[config.mk]
export PLATFORM = sky130hd
export DESIGN_NAME = lirq_ctrl
export DESIGN_NICKNAME = d
export VERILOG_FILES = /design/src/rtl/lirq_pkg.sv /design/src/rtl/lirq_sync.sv /design/src/rtl/lirq_chan.sv /design/src/rtl/lirq_ctrl.sv
export SDC_FILE = /design/constraint.sdc
export NUM_CORES = 1
export LEC_CHECK = 0
export BUFFER_PORTS_ARGS = -buffer_cell sky130_fd_sc_hd__buf_2
export CELL_PAD_IN_SITES_DETAIL_PLACEMENT = 1
export CELL_PAD_IN_SITES_GLOBAL_PLACEMENT = 2
export CORE_UTILIZATION = 24
export CTS_BUF_LIST = sky130_fd_sc_hd__clkbuf_4 sky130_fd_sc_hd__clkbuf_8
export CTS_CLUSTER_DIAMETER = 200
export DETAILED_ROUTE_END_ITERATION = 8
export GPL_ROUTABILITY_DRIVEN = 0
export PLACE_DENSITY_LB_ADDON = 0.2
export RECOVER_POWER = 50
export SLEW_MARGIN = 20
export SYNTH_ARGS = -nofsm -noshare
export SYNTH_HDL_FRONTEND = slang
export SYNTH_SLANG_ARGS = --single-unit
[constraint.sdc]
create_clock -name clk -period 1 [get_ports clk]
set_input_delay 0.2 -clock clk [delete_from_list [all_inputs] [get_ports clk]]
set_output_delay 0.2 -clock clk [all_outputs]
set_load 0.05 [all_outputs]
[src/rtl/lirq_pkg.sv]
package lirq_pkg;

    localparam int unsigned REG_W  = 16;
    localparam int unsigned NUM_CH = 2;
    localparam int unsigned BIT_MASTER = 6;
    localparam int unsigned BIT_SWI    = 7;
    localparam int unsigned BIT_EDGE0  = 8;
    localparam int unsigned BIT_CLR0   = BIT_EDGE0 + NUM_CH;

    typedef struct packed {
        logic en;
        logic pol;
        logic edge_sel;
    } chan_cfg_t;

    typedef struct packed {
        chan_cfg_t [NUM_CH-1:0] cfg;
        logic                   master;
        logic                   swi;
    } ctl_t;

    function automatic int unsigned pos_en(input int unsigned ch);
        return 3 * ch;
    endfunction

    function automatic int unsigned pos_pol(input int unsigned ch);
        return 3 * ch + 1;
    endfunction

    function automatic int unsigned pos_st(input int unsigned ch);
        return 3 * ch + 2;
    endfunction

    function automatic int unsigned pos_edge(input int unsigned ch);
        return BIT_EDGE0 + ch;
    endfunction

    function automatic int unsigned pos_clr(input int unsigned ch);
        return BIT_CLR0 + ch;
    endfunction

endpackage

[src/rtl/lirq_sync.sv]
module lirq_sync #(
    parameter int unsigned STAGES = 2
) (
    input  logic clk,
    input  logic rst_n,
    input  logic din,
    output logic dout
);
    logic [STAGES-1:0] sh_d, sh_q;

    always_comb begin
        sh_d = {sh_q[STAGES-2:0], din};
    end

    always_ff @(posedge clk or negedge rst_n) begin
        if (!rst_n) sh_q <= '0;
        else        sh_q <= sh_d;
    end

    assign dout = sh_q[STAGES-1];
endmodule

[src/rtl/lirq_chan.sv]
module lirq_chan
    import lirq_pkg::*;
(
    input  logic      clk,
    input  logic      rst_n,
    input  logic      src,      // synchronized pin
    input  chan_cfg_t cfg,      // configuration in force after this edge
    input  logic      clr,      // write-one clear pulse
    output logic      status
);
    typedef struct packed {
        logic s_prev;
        logic st;
    } chan_st_t;

    chan_st_t d, q;
    logic edge_mode, lvl_hit, rise;

    always_comb begin
        edge_mode = cfg.en & cfg.pol & cfg.edge_sel;
        lvl_hit   = cfg.pol ? src : ~src;
        rise      = src & ~q.s_prev;
        d         = q;
        d.s_prev  = src;
        if (!cfg.en)        d.st = 1'b0;
        else if (edge_mode) d.st = rise | (q.st & ~clr);  // new edge beats clear
        else                d.st = lvl_hit;
    end

    always_ff @(posedge clk or negedge rst_n) begin
        if (!rst_n) q <= '0;
        else        q <= d;
    end

    assign status = q.st;
endmodule

[src/rtl/lirq_ctrl.sv]
module lirq_ctrl
    import lirq_pkg::*;
#(
    parameter int unsigned SYNC_STAGES = 2
) (
    input  logic              clk,
    input  logic              rst_n,
    input  logic              wr_en,
    input  logic [REG_W-1:0]  wr_data,
    output logic [REG_W-1:0]  rd_data,
    input  logic [NUM_CH-1:0] irq_in,
    output logic              irq_n
);
    ctl_t              ctl_d, ctl_q;
    logic [NUM_CH-1:0] src_s, clr_p, st;
    logic              req_any;

    generate
        for (genvar i = 0; i < NUM_CH; i++) begin : g_ch
            lirq_sync #(.STAGES(SYNC_STAGES)) u_sync (
                .clk  (clk),
                .rst_n(rst_n),
                .din  (irq_in[i]),
                .dout (src_s[i])
            );
            lirq_chan u_chan (
                .clk   (clk),
                .rst_n (rst_n),
                .src   (src_s[i]),
                .cfg   (ctl_d.cfg[i]),
                .clr   (clr_p[i]),
                .status(st[i])
            );
        end
    endgenerate

    always_comb begin
        ctl_d = ctl_q;
        clr_p = '0;
        if (wr_en) begin
            for (int i = 0; i < NUM_CH; i++) begin
                ctl_d.cfg[i].en       = wr_data[pos_en(i)];
                ctl_d.cfg[i].pol      = wr_data[pos_pol(i)];
                ctl_d.cfg[i].edge_sel = wr_data[pos_edge(i)];
                clr_p[i]              = wr_data[pos_clr(i)];
            end
            ctl_d.master = wr_data[BIT_MASTER];
            ctl_d.swi    = wr_data[BIT_SWI];
        end
    end

    always_ff @(posedge clk or negedge rst_n) begin
        if (!rst_n) ctl_q <= '0;
        else        ctl_q <= ctl_d;
    end

    always_comb begin
        rd_data = '0;
        req_any = ctl_q.swi;
        for (int i = 0; i < NUM_CH; i++) begin
            rd_data[pos_en(i)]   = ctl_q.cfg[i].en;
            rd_data[pos_pol(i)]  = ctl_q.cfg[i].pol;
            rd_data[pos_st(i)]   = st[i];
            rd_data[pos_edge(i)] = ctl_q.cfg[i].edge_sel;
            req_any              = req_any | (st[i] & ctl_q.cfg[i].en);
        end
        rd_data[BIT_MASTER] = ctl_q.master;
        rd_data[BIT_SWI]    = ctl_q.swi;
        irq_n               = ~(ctl_q.master & req_any);
    end
endmodule

==> Implementation_results.wiki <==
{| class="wikitable"
! Metric !! Value
|-
| Run status || finished with violations
|-
| Failing checks || setup timing
|-
| Largest net degree at the start of global routing || 17
|-
| Die area || 3000 um2
|-
| Startpoint of the most critical setup path || g_ch[1].u_chan.status
|-
| Most area-consuming cells after synthesis || dfrtp_1 (60%), buf_4 (9.0%), mux2_2 (6.7%)
|-
| Setup repair after global routing missed its margin || true
|-
| Average size of a mapped cell || 13.4 um2
|-
| Worst-Skew Late Latency || 0.29 ns
|-
| Initial antenna violation count || 0
|-
| Minimum setup slack after placement || -0.270 ns
|-
| Path category of the worst min-delay check || input port to register
|-
| Number of global-route vias before repair || 498
|-
| Sequential share of the synthesized area || 59.8%
|-
| DR DRC count || 0
|-
| Die Y-Extent || 54.8 um
|-
| Simple logic cell fraction of the synthesized area || 5.05%
|-
| Critical setup path kind || register to primary output
|-
| Post-Route Utilization || 44.1%
|-
| Routed vias/inst || 4.02
|-
| Compound-gate portion of the synthesized area || 7.48%
|-
| Cell-internal power || 1220 uW
|-
| Fraction of the mapped netlist area in adder cells || 0%
|-
| Clk pwr share || 23.6%
|-
| Core area || 2540 um2
|-
| Initial drt markers || 1
|-
| Wire length of the first global-routing pass || 2190 um
|-
| NumNets Final || 113
|-
| Clock tree root driver cell || clkbuf_4
|-
| Area added between synthesis and finish || 67.5%
|-
| Share of cells above drive strength 1 || 69.2%
|-
| Final-report setup violation count || 15
|-
| End of the worst register-to-register path || g_ch[1].u_chan.status
|-
| H-tree levels || 1
|-
| Shortest period the worst path allows || 1.47 ns
|-
| DRT Pass-1 Iters || 2
|-
| WL/cell || 11.3 um
|-
| Maximum clock path buffer count || 2
|-
| Worst endpoint required time || 0.80 ns
|-
| Gate count after technology mapping || 50
|-
| Boundary Pins || 38
|-
| Fraction of power spent switching nets || 33.0%
|-
| Overall track demand over capacity in global routing || 11.0%
|-
| Origin of the critical flop-to-flop path || g_ch[1].u_chan.status
|-
| Post-synthesis share of cell area spent on xor and xnor gates || 0%
|-
| Endpoint type of the worst setup path || primary output
|-
| Share of synthesized area spent on multiplexers || 14.2%
|-
| Worst Skew || 0.00831 ns
|-
| Area after detailed placement || 897 um2
|-
| Post-DP HPWL || 959 um
|-
| Largest family of logic cells by synthesized area || multiplexers
|-
| Smallest setup slack after layout || -0.471 ns
|-
| Sum of overflow across all layers after global routing || 0
|-
| Post-synth cell types || 15
|-
| Antenna viol nets, final || 0
|-
| Hold violation count in the final report || 0
|-
| Fraction of power consumed by sequential logic || 40.7%
|-
| Total of warnings raised by yosys || 0
|-
| Leak pwr || 0.000550 uW
|-
| Cell area after synthesis || 669 um2
|-
| CTS tree || done
|-
| Worst Reg-to-Reg Cells || 5
|-
| Clk slew on worst S/H paths || 0.10 ns
|-
| Power density relative to cell area || 1630 nW/um2
|-
| Final design area excluding fillers || 1120 um2
|-
| Num CTS Buffers || 3
|-
| Final worst-path cycle share || 147%
|-
| Synth area leader || dfrtp_1
|-
| Sw power || 602 uW
|-
| Worst Path Arrival || 1.27 ns
|-
| Clock Sink Count || 16
|-
| Category of the worst setup path launch point || register
|-
| Site Rows || 18
|-
| Count of buffers from port buffering || 25
|-
| Top cell type's share of synthesized area || 59.8%
|-
| Count of maximum capacitance violations || 0
|-
| CP max FO || 2
|-
| Capturing element of the worst setup path || irq_n
|-
| Worst supply voltage drop on vdd || 0.000645 V
|-
| Total via count in the routed design || 486
|-
| Combinational group share of total power || 35.7%
|-
| Die width || 54.8 um
|-
| Initial Util || 26.3%
|-
| Filler cells || 277
|-
| Maximum operating frequency || 680 MHz
|-
| R2r setup slk || -0.16 ns
|-
| Final number of max-transition violations || 0
|-
| Antenna diode count || 0
|-
| Flip-flop and latch count after synthesis || 16
|-
| Post-detailed-routing wire length || 1370 um
|-
| Post-route worst hold slack || 0.142 ns
|}
power groups by stage:
stage / registers [uW] / logic, uW / clock network, uW
finish: 744 / 652 / 431
global route: 754 / 692 / 479
CTS: 745 / 641 / 462
detailed placement: 751 / 498 / 0
global placement: 747 / 498 / 0
floorplan: 868 / 240 / 0
layout by cell type, fill, tap and decap left out, types with 4 or more instances in the layout:
| cell | count |
|---|---|
| buf_2 | 14 |
| dfrtp_2 | 8 |
| buf_4 | 6 |
| conb_1 | 6 |
| buf_6 | 11 |
| inv_1 | 4 |
| mux2_4 | 4 |
| dfrtp_1 | 8 |
| buf_8 | 6 |
state kept, by name (all words and copies together) (netlist names):
signal,cells
g_ch.u_chan.status,2
g_ch.u_sync.sh_q,4
g_ch.u_chan.q,2
rd_data,8
metal layers:
layer  up-vias  GRT usage, %  wire length [um]
met5         -             0                 0
met2        17          16.7               662
met3         2          3.06                89
met4         0          8.97                10
li1        240             -                 -
met1       227          12.9               604
cell usage after synthesis:
master,count
buf_6,1
mux2_4,2
buf_4,8
mux2_2,4
nor3_1,2
a221o_1,1
o21ai_0,2
a21boi_0,2
dfrtp_1,16
mux2i_1,2
a211oi_1,2
nand2_1,1
inv_1,4
and4b_1,2
conb_1,1
final cells by class:
| type | count | area, um2 | area share [%] |
|---|---|---|---|
| Clock buffer | 4 | 36.3 | 3.24 |
| Inverter | 4 | 15.0 | 1.34 |
| Multi-Input combinational cell | 26 | 258 | 23.0 |
| Sequential cell | 16 | 410 | 36.6 |
| Tap cell | 30 | 37.5 | 3.35 |
| Timing Repair Buffer | 41 | 364 | 32.5 |
cells by family (layout without fill, tap and decap cells):
group,Yosys count,count (layout)
muxes,8,8
buffers and inverters,13,49
and+or+nand+nor,5,5
other,1,6
AOI/OAI and AO/OA,7,7
DFF,16,16
worst max-delay path: stages, from the launching register on:
cell and delay (ns):
dfrtp_1 0.39, a221o_1 0.38, nand2_4 0.07, buf_8 0.13
worst min path at each step:
stage	from	slack (ns)	cells after the start	to
floorplan	rst_n	-0.1	0	g_ch[0].u_chan.q[1]
global placement	rst_n	0.13	1	g_ch[1].u_sync.sh_q[0]
detailed placement	rst_n	0.14	1	g_ch[1].u_sync.sh_q[1]
CTS	wr_data[6]	0.13	2	rd_data[6]
global route	wr_data[7]	0.13	2	rd_data[7]
finish	wr_data[7]	0.14	2	rd_data[7]
stage by stage:
step                setup TNS, ns  cells  power (uW)
floorplan                  -0.566     55        1110
global placement           -0.977    113        1240
detailed placement         -0.998    113        1250
CTS                         -2.41    121        1850
global route                -2.74    121        1930
finish                      -2.04    121        1830
what timing repair did:
| action | 4_1_cts | 5_1_grt |
|---|---|---|
| gates resized for setup | 41 | 6 |
| setup buffers | 2 | 2 |
| hold buffers | 3 | 0 |
| hold endpoints to repair | 18 | 0 |
| pin swaps | 3 | 3 |
| cloned | 0 | 0 |
| endpoints found under the setup margin | 15 | 15 |
Power figures use the tool's default switching activity.
